$ cat src/rtl/uart_rx_pkg.sv
package uart_rx_pkg;

  typedef enum logic [2:0] {
    RX_IDLE,
    RX_START,
    RX_DATA,
    RX_PAR,
    RX_STOP,
    RX_HOLD
  } rx_state_e;

  // packed: first member is the MSB, so ovr lands on bit 0
  typedef struct packed {
    logic brk;
    logic frm;
    logic par;
    logic ovr;
  } rx_err_t;

  localparam logic [1:0] ADDR_CHAR = 2'd0;
  localparam logic [1:0] ADDR_STAT = 2'd1;

  // index of the middle sample of a half bit, counting from 0
  function automatic int half_mid(input int osr);
    return osr / 2 - 1;
  endfunction

endpackage

$ cat src/rtl/uart_rx_tick.sv
module uart_rx_tick #(
  parameter int DIV_W = 16
) (
  input  logic             clk,
  input  logic             rst_n,
  input  logic [DIV_W-1:0] div,
  output logic             tick
);
  logic [DIV_W-1:0] cnt;
  logic [DIV_W-1:0] lim;
  logic             last;

  assign lim  = (div == '0) ? DIV_W'(1) : div;
  assign last = (cnt >= lim - DIV_W'(1));

  always_ff @(posedge clk) begin
    if (!rst_n) begin
      cnt  <= '0;
      tick <= 1'b0;
    end else if (last) begin
      cnt  <= '0;
      tick <= 1'b1;
    end else begin
      cnt  <= cnt + DIV_W'(1);
      tick <= 1'b0;
    end
  end


  tick_space_chk: assert property (@(posedge clk) disable iff (!rst_n)
    (tick && lim != DIV_W'(1) && $stable(div)) |=> !tick)
    else $error("tick_space_chk");

endmodule

$ cat src/rtl/uart_rx_core.sv
module uart_rx_core
  import uart_rx_pkg::*;
#(
  parameter int DATA_W = 8,
  parameter int OSR    = 16
) (
  input  logic              clk,
  input  logic              rst_n,
  input  logic              tick,
  input  logic              rxd,
  input  logic              par_en,
  input  logic              par_odd,
  output logic [DATA_W-1:0] rx_byte,
  output logic              rx_valid,
  output logic              par_ev,
  output logic              frm_ev,
  output logic              brk_ev
);
  localparam int CW = $clog2(OSR);
  localparam int BW = (DATA_W > 1) ? $clog2(DATA_W) : 1;
  localparam logic [CW-1:0] MID = CW'(half_mid(OSR));
  localparam logic [CW-1:0] END = CW'(OSR - 1);
  localparam logic [BW-1:0] LASTB = BW'(DATA_W - 1);

  function automatic logic par_expect(input logic [DATA_W-1:0] d, input logic odd);
    return (^d) ^ odd;
  endfunction

  rx_state_e         state;
  logic [1:0]        sync;
  logic              rx_s;
  logic [CW-1:0]     scnt;
  logic [BW-1:0]     bcnt;
  logic [DATA_W-1:0] shreg;
  logic              par_bit;
  logic              any_one;
  logic              mid_hit;
  logic              end_hit;
  logic              par_bad;

  assign rx_s    = sync[1];
  assign mid_hit = tick && (scnt == MID);
  assign end_hit = tick && (scnt == END);
  assign par_bad = par_en && (par_bit != par_expect(shreg, par_odd));
  assign rx_byte = shreg;

  always_ff @(posedge clk) begin
    if (!rst_n) sync <= 2'b11;
    else        sync <= {sync[0], rxd};
  end

  always_ff @(posedge clk) begin
    if (!rst_n) begin
      state    <= RX_IDLE;
      scnt     <= '0;
      bcnt     <= '0;
      shreg    <= '0;
      par_bit  <= 1'b0;
      any_one  <= 1'b0;
      rx_valid <= 1'b0;
      par_ev   <= 1'b0;
      frm_ev   <= 1'b0;
      brk_ev   <= 1'b0;
    end else begin
      rx_valid <= 1'b0;
      par_ev   <= 1'b0;
      frm_ev   <= 1'b0;
      brk_ev   <= 1'b0;
      unique case (state)
        RX_IDLE: begin
          if (tick && !rx_s) begin
            state <= RX_START;
            scnt  <= '0;
          end
        end
        RX_START: begin
          if (mid_hit) begin
            scnt    <= '0;
            bcnt    <= '0;
            any_one <= 1'b0;
            state   <= rx_s ? RX_IDLE : RX_DATA;
          end else if (tick) begin
            scnt <= scnt + CW'(1);
          end
        end
        RX_DATA: begin
          if (end_hit) begin
            scnt    <= '0;
            shreg   <= {rx_s, shreg[DATA_W-1:1]};
            any_one <= any_one | rx_s;
            if (bcnt == LASTB) state <= par_en ? RX_PAR : RX_STOP;
            else               bcnt  <= bcnt + BW'(1);
          end else if (tick) begin
            scnt <= scnt + CW'(1);
          end
        end
        RX_PAR: begin
          if (end_hit) begin
            scnt    <= '0;
            par_bit <= rx_s;
            any_one <= any_one | rx_s;
            state   <= RX_STOP;
          end else if (tick) begin
            scnt <= scnt + CW'(1);
          end
        end
        RX_STOP: begin
          if (end_hit) begin
            scnt <= '0;
            if (rx_s) begin
              rx_valid <= 1'b1;
              par_ev   <= par_bad;
              state    <= RX_IDLE;
            end else begin
              frm_ev <= 1'b1;
              if (!any_one) begin
                brk_ev <= 1'b1;
              end else begin
                rx_valid <= 1'b1;
                par_ev   <= par_bad;
              end
              state <= RX_HOLD;
            end
          end else if (tick) begin
            scnt <= scnt + CW'(1);
          end
        end
        RX_HOLD: begin
          if (rx_s) state <= RX_IDLE;
        end
        default: state <= RX_IDLE;
      endcase
    end
  end


  brk_frm_chk: assert property (@(posedge clk) disable iff (!rst_n)
    brk_ev |-> frm_ev) else $error("brk_frm_chk");


  brk_nodata_chk: assert property (@(posedge clk) disable iff (!rst_n)
    brk_ev |-> (!rx_valid && !par_ev)) else $error("brk_nodata_chk");


  par_with_char_chk: assert property (@(posedge clk) disable iff (!rst_n)
    par_ev |-> (rx_valid && par_en)) else $error("par_with_char_chk");


  frm_hold_chk: assert property (@(posedge clk) disable iff (!rst_n)
    frm_ev |-> (state == RX_HOLD)) else $error("frm_hold_chk");

endmodule

$ cat src/rtl/uart_rx_buf.sv
module uart_rx_buf #(
  parameter int DATA_W = 8
) (
  input  logic              clk,
  input  logic              rst_n,
  input  logic [DATA_W-1:0] in_byte,
  input  logic              in_valid,
  input  logic              rd_take,
  output logic [DATA_W-1:0] hold,
  output logic              full,
  output logic              ovr_ev
);
  assign ovr_ev = in_valid && full && !rd_take;

  always_ff @(posedge clk) begin
    if (!rst_n) begin
      hold <= '0;
      full <= 1'b0;
    end else begin
      if (in_valid)     full <= 1'b1;
      else if (rd_take) full <= 1'b0;
      if (in_valid) hold <= in_byte;
    end
  end


  char_latch_chk: assert property (@(posedge clk) disable iff (!rst_n)
    in_valid |=> (full && hold == $past(in_byte))) else $error("char_latch_chk");


  ovr_full_chk: assert property (@(posedge clk) disable iff (!rst_n)
    (full && !rd_take && !in_valid) |=> full) else $error("ovr_full_chk");

endmodule

$ cat src/rtl/uart_rx_stat.sv
module uart_rx_stat
  import uart_rx_pkg::*;
(
  input  logic       clk,
  input  logic       rst_n,
  input  rx_err_t    ev,
  input  logic       clr,
  input  logic       irq_en,
  input  logic       dtr_n,
  output logic [7:0] stat_word,
  output logic       irq
);
  rx_err_t sticky;

  always_ff @(posedge clk) begin
    if (!rst_n)   sticky <= '0;
    else if (clr) sticky <= ev;
    else          sticky <= sticky | ev;
  end

  assign stat_word = {2'b11, 1'b0, ~dtr_n, sticky};
  assign irq       = irq_en && (sticky != '0);


  event_wins_chk: assert property (@(posedge clk) disable iff (!rst_n)
    clr |=> (sticky == $past(ev))) else $error("event_wins_chk");


  clr_empty_chk: assert property (@(posedge clk) disable iff (!rst_n)
    (clr && ev == '0) |=> (stat_word[3:0] == 4'h0)) else $error("clr_empty_chk");


  irq_drop_chk: assert property (@(posedge clk) disable iff (!rst_n)
    (clr && ev == '0) |=> !irq) else $error("irq_drop_chk");


  irq_raise_chk: assert property (@(posedge clk) disable iff (!rst_n)
    (ev != '0) |=> (irq || !irq_en)) else $error("irq_raise_chk");

endmodule

$ cat src/rtl/uart_rx_status.sv
module uart_rx_status
  import uart_rx_pkg::*;
#(
  parameter int DATA_W = 8,
  parameter int OSR    = 16,
  parameter int DIV_W  = 16
) (
  input  logic             clk,
  input  logic             rst_n,
  input  logic [DIV_W-1:0] baud_div,
  input  logic             rxd,
  input  logic             dtr_n,
  input  logic             par_en,
  input  logic             par_odd,
  input  logic             irq_en,
  input  logic             rd_en,
  input  logic [1:0]       rd_addr,
  output logic [7:0]       rd_data,
  output logic             irq
);
  logic              tick;
  logic [DATA_W-1:0] rx_byte;
  logic              rx_valid;
  logic              par_ev;
  logic              frm_ev;
  logic              brk_ev;
  logic [DATA_W-1:0] hold;
  logic              full;
  logic              ovr_ev;
  logic              rd_take;
  logic              stat_clr;
  logic [7:0]        stat_word;
  rx_err_t           ev;

  assign rd_take  = rd_en && (rd_addr == ADDR_CHAR);
  assign stat_clr = rd_en && (rd_addr == ADDR_STAT);

  always_comb begin
    ev.ovr = ovr_ev;
    ev.par = par_ev;
    ev.frm = frm_ev;
    ev.brk = brk_ev;
  end

  uart_rx_tick #(.DIV_W(DIV_W)) u_tick (
    .clk(clk), .rst_n(rst_n), .div(baud_div), .tick(tick)
  );

  uart_rx_core #(.DATA_W(DATA_W), .OSR(OSR)) u_core (
    .clk(clk), .rst_n(rst_n), .tick(tick), .rxd(rxd),
    .par_en(par_en), .par_odd(par_odd),
    .rx_byte(rx_byte), .rx_valid(rx_valid),
    .par_ev(par_ev), .frm_ev(frm_ev), .brk_ev(brk_ev)
  );

  uart_rx_buf #(.DATA_W(DATA_W)) u_buf (
    .clk(clk), .rst_n(rst_n), .in_byte(rx_byte), .in_valid(rx_valid),
    .rd_take(rd_take), .hold(hold), .full(full), .ovr_ev(ovr_ev)
  );

  uart_rx_stat u_stat (
    .clk(clk), .rst_n(rst_n), .ev(ev), .clr(stat_clr),
    .irq_en(irq_en), .dtr_n(dtr_n), .stat_word(stat_word), .irq(irq)
  );

  generate
    if (DATA_W >= 8) begin : g_wide
      always_comb begin
        unique case (rd_addr)
          ADDR_CHAR: rd_data = hold[7:0];
          ADDR_STAT: rd_data = stat_word;
          default:   rd_data = 8'h00;
        endcase
      end
    end else begin : g_narrow
      always_comb begin
        unique case (rd_addr)
          ADDR_CHAR: rd_data = {{(8-DATA_W){1'b0}}, hold};
          ADDR_STAT: rd_data = stat_word;
          default:   rd_data = 8'h00;
        endcase
      end
    end
  endgenerate


  ovr_event_chk: assert property (@(posedge clk) disable iff (!rst_n)
    (ovr_ev && !stat_clr) |=> stat_word[0]) else $error("ovr_event_chk");

endmodule

$ cat config.mk
export PLATFORM = sky130hd
export DESIGN_NAME = uart_rx_status
export DESIGN_NICKNAME = d
export VERILOG_FILES = /design/src/rtl/uart_rx_pkg.sv /design/src/rtl/uart_rx_tick.sv /design/src/rtl/uart_rx_core.sv /design/src/rtl/uart_rx_buf.sv /design/src/rtl/uart_rx_stat.sv /design/src/rtl/uart_rx_status.sv
export SDC_FILE = /design/constraint.sdc
export NUM_CORES = 1
export LEC_CHECK = 0
export ABC_AREA = 1
export BUFFER_PORTS_ARGS = -buffer_cell sky130_fd_sc_hd__clkbuf_2
export CORE_ASPECT_RATIO = 1.25
export CORE_UTILIZATION = 55
export CTS_BUF_LIST = sky130_fd_sc_hd__clkbuf_16
export CTS_CLUSTER_SIZE = 12
export DETAILED_ROUTE_END_ITERATION = 12
export PLACE_DENSITY_LB_ADDON = 0.08
export SYNTH_ARGS = -nofsm -noshare
export SYNTH_HDL_FRONTEND = slang
export SYNTH_SLANG_ARGS = --single-unit
$ cat constraint.sdc
create_clock -name clk -period 8.77 [get_ports clk]
set_clock_uncertainty 0.2 [all_clocks]
set_input_delay 1.3155 -clock clk [delete_from_list [all_inputs] [get_ports clk]]
set_output_delay 1.3155 -clock clk [all_outputs]
set_load 0.03 [all_outputs]
==> summary.md, run 1 <==
| Metric | Value |
|---|---|
| Status | `finished, final reports clean` |
| Synthesized cell area | `3380 µm²` |
| Most common cell in the netlist | `nand2_1` |
| Syn Inst Count | `493` |
| Post-Synth Simple-Gate Area | `34.9%` |
| Setup repair bufs after CTS | `0` |
| Crit path arrival time | `3970 ps` |
| Yosys cell types | `36` |
| Max_slew headroom | `65.2%` |
| Crit-path max FO | `16` |
| Clock Sinks | `56` |
| WL per Instance | `11.0 µm` |
| Worst Hold Class | `reg2reg` |
| Synth area leader | `dfxtp_1` |
| Vias in the first global route | `2,826` |
| Top_reg_cell synth | `dfxtp_1` |
| Gr usage total | `22.4%` |
| DR vias | `3,031` |
| DRC Markers | `0` |
| Core area | `5860 µm²` |
| Hpwl dp | `5360 µm` |
| # fillers | `572` |
| Post-synthesis mux area share | `0%` |
| Hold_buf cts | `0` |
| Number of synthesized register bits | `56` |
| # diodes | `0` |
| Largest net degree at the start of global routing | `27` |
| Vias/cell | `4.96` |
| CP Launch Type | `input port` |
| Async SR Flop Fraction | `0%` |
| Crit path kind | `in2reg` |
| # H-tree levels | `2` |
| Adder-Cell Fraction of Synth Area | `7.76%` |
| Ports | `35` |
| Synth warn | `0` |
| P per Cell Area | `166 nW/µm²` |
| Min Tclk post-route | `3950 ps` |
| Count of final setup violators | `0` |
| Maximum vdd ir drop | `0.0000787 V` |
| DRT Pass-1 Iters | `4` |
| Mean post-synth cell area | `6.87 µm²` |
| GRT overflow | `0` |
| Die Width | `72.2 µm` |
| Lkg Pwr | `1.68 nW` |
| Synthesized net count | `540` |
| Compound-Gate Fraction of Synth Area | `9.98%` |
| Root Buffer | `clkbuf_16` |
| Fin. Hold Viols | `0` |
| Chip Height | `89.7 µm` |
| Slew Limit Fails | `0` |
| Post-synth EDFFs | `0` |
| First-pass GRT wire length | `11,800 µm` |
| Seq/Total Area, Yosys | `33.1%` |
| RSZ-0062 raised after global routing | `false` |
| Initial Utilization | `57.8%` |
| Final Util | `64.5%` |
| Drt initial violations | `112` |
| Layout Nets | `575` |
| CP required | `8790 ps` |
| Top cells by area, synth | `dfxtp_1 (33%), nand2_1 (11%), nor2_1 (11%)` |
| Area grow syn2layout | `11.6%` |
| Critical Path Sink Type | `flop` |
| Die footprint | `6470 µm²` |
| Share of cells above drive strength 1 | `15.7%` |
| Total Wirelength | `6730 µm` |
| CTS tree | `yes` |
| Worst Tran Pin Value | `521 ps` |
| CTS Buf Count | `5` |
| TNS Setup | `0 ps` |
| Buffers added on ports | `34` |
| Routed Antenna Nets | `0` |
| Max_cap viols | `0` |
| Post-CTS Resized | `0` |
| Clock buffer depth | `2` |
| Largest family of logic cells by synthesized area | `simple AND/OR/NAND/NOR gates` |
| Reg clk slew, reported paths | `70 ps` |
| # rows | `31` |
| Area share of the largest cell type after synthesis | `33.1%` |
| Fin crit share | `45.0%` |
| Final RePlAce weighted congestion | `0.825` |
| Worst-Skew Late Latency | `290 ps` |
| FMAX | `0.253 GHz` |
| Power, Total | `0.626 mW` |
| Synth Area in XOR/XNOR | `6.99%` |
| Commonest cells post-synth | `nand2_1 (103), nor2_1 (97), dfxtp_1 (56)` |
| Initial antenna violation count | `0` |
==> layout make-up <==
cell class	instances	area (µm²)	share of cell area [%]
Timing Repair Buffer	34	170	4.50
Sequential cell	56	1120	29.7
Multi-Input combinational cell	373	2020	53.4
Tap cell	82	103	2.72
Inverter	58	219	5.79
Clock buffer	5	125	3.31
Clock inverter	3	22.5	0.596
==> power by group <==
part | total (mW) | leakage [nW] | switching [mW] | internal, mW
logic | 0.149 | 1.16 | 0.0954 | 0.0532
registers | 0.280 | 0.453 | 0.0139 | 0.266
clock network | 0.198 | 0.0742 | 0.0910 | 0.107
total | 0.626 | 1.68 | 0.200 | 0.426
==> sequential cells by signal, summed over array words and instances, names as in the netlist, 2 cells and up <==
register and flops:
u_buf.hold 8, u_core.bcnt 3, u_core.rx_byte 8, u_core.scnt 4, u_core.state 3, u_core.sync 2, u_stat.stat_word 4, u_tick.cnt 16
==> placed cells by master, fill, tap and decap left out, types with 2 or more instances in the layout <==
| cell type | Yosys | routed |
|---|---|---|
| clkbuf_16 | 0 | 5 |
| nand4_1 | 9 | 9 |
| or2_2 | 2 | 2 |
| nor2_1 | 97 | 97 |
| clkbuf_2 | 0 | 34 |
| nor3_1 | 5 | 5 |
| a21oi_2 | 3 | 3 |
| clkinv_2 | 1 | 2 |
| nor3_2 | 2 | 2 |
| inv_1 | 48 | 48 |
| nand3_2 | 5 | 5 |
| ha_1 | 21 | 21 |
| nand2_4 | 3 | 3 |
| nand2_1 | 103 | 103 |
| o21ai_1 | 10 | 10 |
| xnor2_1 | 11 | 11 |
| nor2_4 | 3 | 3 |
| inv_2 | 8 | 8 |
| o21ai_0 | 19 | 19 |
| dfxtp_1 | 56 | 56 |
| nand2_2 | 6 | 6 |
| xor2_1 | 16 | 16 |
| a21oi_1 | 24 | 24 |
| nand3_1 | 20 | 20 |
| nor2_2 | 5 | 5 |
==> per-stage QoR <==
stage	std cells	area [µm²]	hold WS, ps	setup slack [ps]
global placement	603	3630	197	4620
global route	611	3780	239	4460
finish	611	3780	227	4820
CTS	611	3780	230	4800
detailed placement	603	3630	200	4500
floorplan	493	3380	193	4910
==> path summary, 6_finish.rpt <==
path	start	endpoint	slack, ps	cells after the start
worst max-delay path	baud_div[3]	u_tick.cnt[6]$_SDFF_PP0_	4820	19
worst min-delay path	u_core.sync[0]$_SDFF_PN1_	u_core.sync[1]$_SDFF_PN1_	230	1
worst max register to register	u_tick.cnt[0]$_SDFF_PP0_	u_tick.cnt[6]$_SDFF_PP0_	6860	11
worst min register to register	u_core.sync[0]$_SDFF_PN1_	u_core.sync[1]$_SDFF_PN1_	230	1
==> kinds of logic (layout without fill, tap and decap cells) <==
kind of cell    count (synthesis)  after routing
compound gates                 62             62
xor+xnor                       27             27
fa+ha+maj                      21             21
buf+inv                        64            100
flops                          56             56
simple gates                  263            263
==> layer usage <==
layer	vias up	track usage (%)	share of wire, %
met1	1331	26.6	47
li1	1649	-	-
met2	45	40.9	50
met3	6	3.14	2.2
met4	0	6.21	1.1
met5	-	0	0
==> worst max-delay path, stage by stage <==
cell and delay [ps]:
clkbuf_2 110, nor2_1 180, nand2_1 70, nor2_1 130
nand2_1 150, nand2_1 90, inv_1 60, ha_1 200
nand2_1 150, nor2_1 90, nand4_1 100, xnor2_1 120
inv_1 50, ha_1 260, nand2_1 90, o21ai_0 100
a21oi_1 200, nand3_2 310, nor2_1 190
Note: power is estimated with default switching activity, not from simulation.
==> inputs of run 2 (changes only) <==
--- a/config.mk
+++ b/config.mk
@@ -5,10 +5,10 @@
 export SDC_FILE = /design/constraint.sdc
 export NUM_CORES = 1
 export LEC_CHECK = 0
-export ABC_AREA = 1
+export ABC_AREA = 0
 export BUFFER_PORTS_ARGS = -buffer_cell sky130_fd_sc_hd__clkbuf_2
 export CORE_ASPECT_RATIO = 1.25
-export CORE_UTILIZATION = 55
+export CORE_UTILIZATION = 53
 export CTS_BUF_LIST = sky130_fd_sc_hd__clkbuf_16
 export CTS_CLUSTER_SIZE = 12
 export DETAILED_ROUTE_END_ITERATION = 12
==> constraint.sdc (replaced) <==
create_clock -name clk -period 3.48 [get_ports clk]
set_clock_uncertainty 0.2 [all_clocks]
set_input_delay 0.522 -clock clk [delete_from_list [all_inputs] [get_ports clk]]
set_output_delay 0.522 -clock clk [all_outputs]
set_load 0.03 [all_outputs]
==> summary.md, run 2 <==
| Metric | Value |
|---|---|
| Worst Tran Pin Value | `750 ps` |
| Clock Sinks | `56` |
| Slowest-stage cell, CP | `or4_4` |
| Clock share of power | `39.2%` |
| Final WS setup | `-495 ps` |
| Count of final setup violators | `17` |
| Share of cells above drive strength 1 | `22.7%` |
| Vias in the first global route | `2,584` |
| Crit-path cells | `buf_6 > or4_4 > or4_4 > nor4_4 > a21oi_2 > ha_2 > nand3_2 > nor2b_2 > and2b_2 > xnor2_2 > ha_4 > a21o_1 > a2111oi_2 > or3_1 > nand4_1 > buf_6 > nor2_1` |
| # fillers | `456` |
| Worst-Skew Late Latency | `290 ps` |
| Max FFs per register | `16` |
| Mean post-synth cell area | `8.60 µm²` |
| Final RePlAce weighted congestion | `0.843` |
| Lkg Pwr | `1.55 nW` |
| Gr usage total | `22.1%` |
| Worst hold slack | `215 ps` |
| GRT overflow | `0` |
| Chip Height | `87.7 µm` |
| Worst Hold Class | `in2reg` |
| Root Buffer | `clkbuf_16` |
| Commonest cells post-synth | `nor2_1 (70), dfxtp_1 (56), mux2i_1 (26)` |
| Part of the power in registers | `47.9%` |
| Failing checks | `design-rule violations, negative setup slack` |
| Most frequent cells in the layout | `nor2_1 (65), dfxtp_1 (56), clkbuf_2 (33)` |
| Buffers added on ports | `34` |
| # diodes | `0` |
| Hpwl dp | `4800 µm` |
| Worst reg2reg setup slack | `1180 ps` |
| CP Launch Type | `input port` |
| CP required | `3510 ps` |
| FMAX | `0.252 GHz` |
| WL per Instance | `13.0 µm` |
| Vias/cell | `5.48` |
| Routed Antenna Nets | `0` |
| Top cells by area, synth | `dfxtp_1 (36%), ha_1 (8.4%), nor2_1 (8.4%)` |
| Initial antenna violation count | `0` |
| Core area | `5560 µm²` |
| Async SR Flop Fraction | `0%` |
| TNS Setup | `-8040 ps` |
| P per Cell Area | `372 nW/µm²` |
| Crit path arrival time | `4010 ps` |
| Power, Total | `1.42 mW` |
| Most common cell after layout, fill and taps aside | `nor2_1` |
| Die footprint | `6180 µm²` |
| Crit-path max FO | `10` |
| Most flops, register | `u_tick.cnt` |
| Seq/Total Area, Yosys | `36.0%` |
| RSZ-0062 raised after global routing | `true` |
| Maximum vdd ir drop | `0.000190 V` |
| Sw frac | `24.3%` |
| DR vias | `2,692` |
| Status | `finished, violations left` |
| # rows | `30` |
| Initial Utilization | `56.0%` |
| Synth warn | `0` |
| CP endpoint | `u_tick.cnt[9]$_SDFF_PP0_` |
| # H-tree levels | `2` |
| Fin. Hold Viols | `0` |
| Synth area leader | `dfxtp_1` |
| Layout Nets | `473` |
| Min Tclk post-route | `3980 ps` |
| Reg clk slew, reported paths | `70 ps` |
| Largest net degree at the start of global routing | `18` |
| CTS tree | `yes` |
| Area share of the largest cell type after synthesis | `36.0%` |
| Number of synthesized register bits | `56` |
| Max_cap viols | `0` |
| Post-synth EDFFs | `0` |
| DRT Pass-1 Iters | `8` |
| Fin crit share | `114%` |
| Combinational Power Share | `12.9%` |
| Worst reg2reg path startpoint | `u_tick.cnt[0]$_SDFF_PP0_` |
| Switching power total | `0.345 mW` |
| Total Wirelength | `6390 µm` |
| CTS Buf Count | `5` |
| Top_reg_cell synth | `dfxtp_1` |
| Slowest stage delay, CP | `520 ps` |
| Critical Path Sink Type | `flop` |
| Die Width | `70.5 µm` |
| Internal power | `1.08 mW` |
| Reg2Reg Depth | `9` |
| Worst setup path start | `baud_div[9]` |
| Syn Inst Count | `362` |
| Synthesized cell area | `3110 µm²` |
| Area grow syn2layout | `22.8%` |
| Synthesized net count | `409` |
| Most common cell in the netlist | `nor2_1` |
| Worst R2R End | `u_tick.cnt[9]$_SDFF_PP0_` |
| Max_slew headroom | `49.7%` |
| First-pass GRT wire length | `10,900 µm` |
| Slew Limit Fails | `0` |
| Dpl ws | `-784 ps` |
| DRC Markers | `4` |
| Ports | `35` |
| Drt initial violations | `171` |
| Crit path kind | `in2reg` |
| Clock buffer depth | `2` |
| Yosys cell types | `43` |
-- run 2: logic make-up (layout without fill, tap and decap cells) --
group,Yosys count,in the layout,synth area share (%)
multiplexers,26,26,8.36
adder cells (fa/ha/maj),21,21,8.44
flip-flops,56,56,36.0
buffers and inverters,22,87,2.77
AO/OA/AOI/OAI,45,45,9.49
AND/OR/NAND/NOR,156,156,24.8
XOR/XNOR,36,36,10.1
-- run 2: worst min path at each step --
stage / from / end / cells after the start
final: rxd / u_core.sync[0]$_SDFF_PN1_ / 2
after global routing: rxd / u_core.sync[0]$_SDFF_PN1_ / 2
after CTS: rxd / u_core.sync[0]$_SDFF_PN1_ / 2
after detailed placement: u_core.sync[0]$_SDFF_PN1_ / u_core.sync[1]$_SDFF_PN1_ / 1
after global placement: u_core.sync[0]$_SDFF_PN1_ / u_core.sync[1]$_SDFF_PN1_ / 1
after floorplan: u_core.sync[0]$_SDFF_PN1_ / u_core.sync[1]$_SDFF_PN1_ / 1
-- run 2: area by class of cell --
cell class / count / area [µm²] / area share (%)
clock buffers: 5 / 125 / 3.27
clock inverters: 3 / 42.5 / 1.11
inverters: 11 / 41.3 / 1.08
multi-input cells: 284 / 1970 / 51.6
flip-flops and latches: 56 / 1120 / 29.3
well taps: 64 / 80.1 / 2.09
repair buffers: 68 / 439 / 11.5
-- run 2: what timing repair did --
item,in CTS,in global routing
gates resized for setup,4,11
setup buffers,4,1
pin swaps,0,0
hold buffers,0,0
setup endpoints to repair,17,17
-- run 2: through the flow --
stage,utilization [%],area (µm²),instances
after floorplan,-,3130,362
after global placement,63.9,3550,478
after detailed placement,63.9,3550,478
after CTS,67.7,3760,490
after global routing,68.8,3820,491
final,68.8,3820,491
-- run 2: power groups by stage --
stage	registers, mW	logic (mW)	clock network, mW
6_report	0.680	0.183	0.557
5_1_grt	0.683	0.204	0.607
4_1_cts	0.679	0.179	0.571
3_5_place_dp	0.694	0.176	0
3_3_place_gp	0.694	0.172	0
2_1_floorplan	0.675	0.125	0
-- run 2: routing by layer --
layer | track usage [%] | up-vias | share of wire (%)
li1 | - | 1399 | -
met2 | 44.4 | 62 | 55
met4 | 9.82 | 0 | 2.3
met1 | 22.6 | 1219 | 40
met3 | 3.22 | 12 | 3.5
met5 | 0 | - | 0
-- run 2: worst max-delay path: cells and delay by family --
kind / cells / cell delay (ps)
simple gates: 9 / 1910
compound gates: 3 / 660
fa+ha+maj: 2 / 430
buf+inv: 2 / 280
xor+xnor: 1 / 190
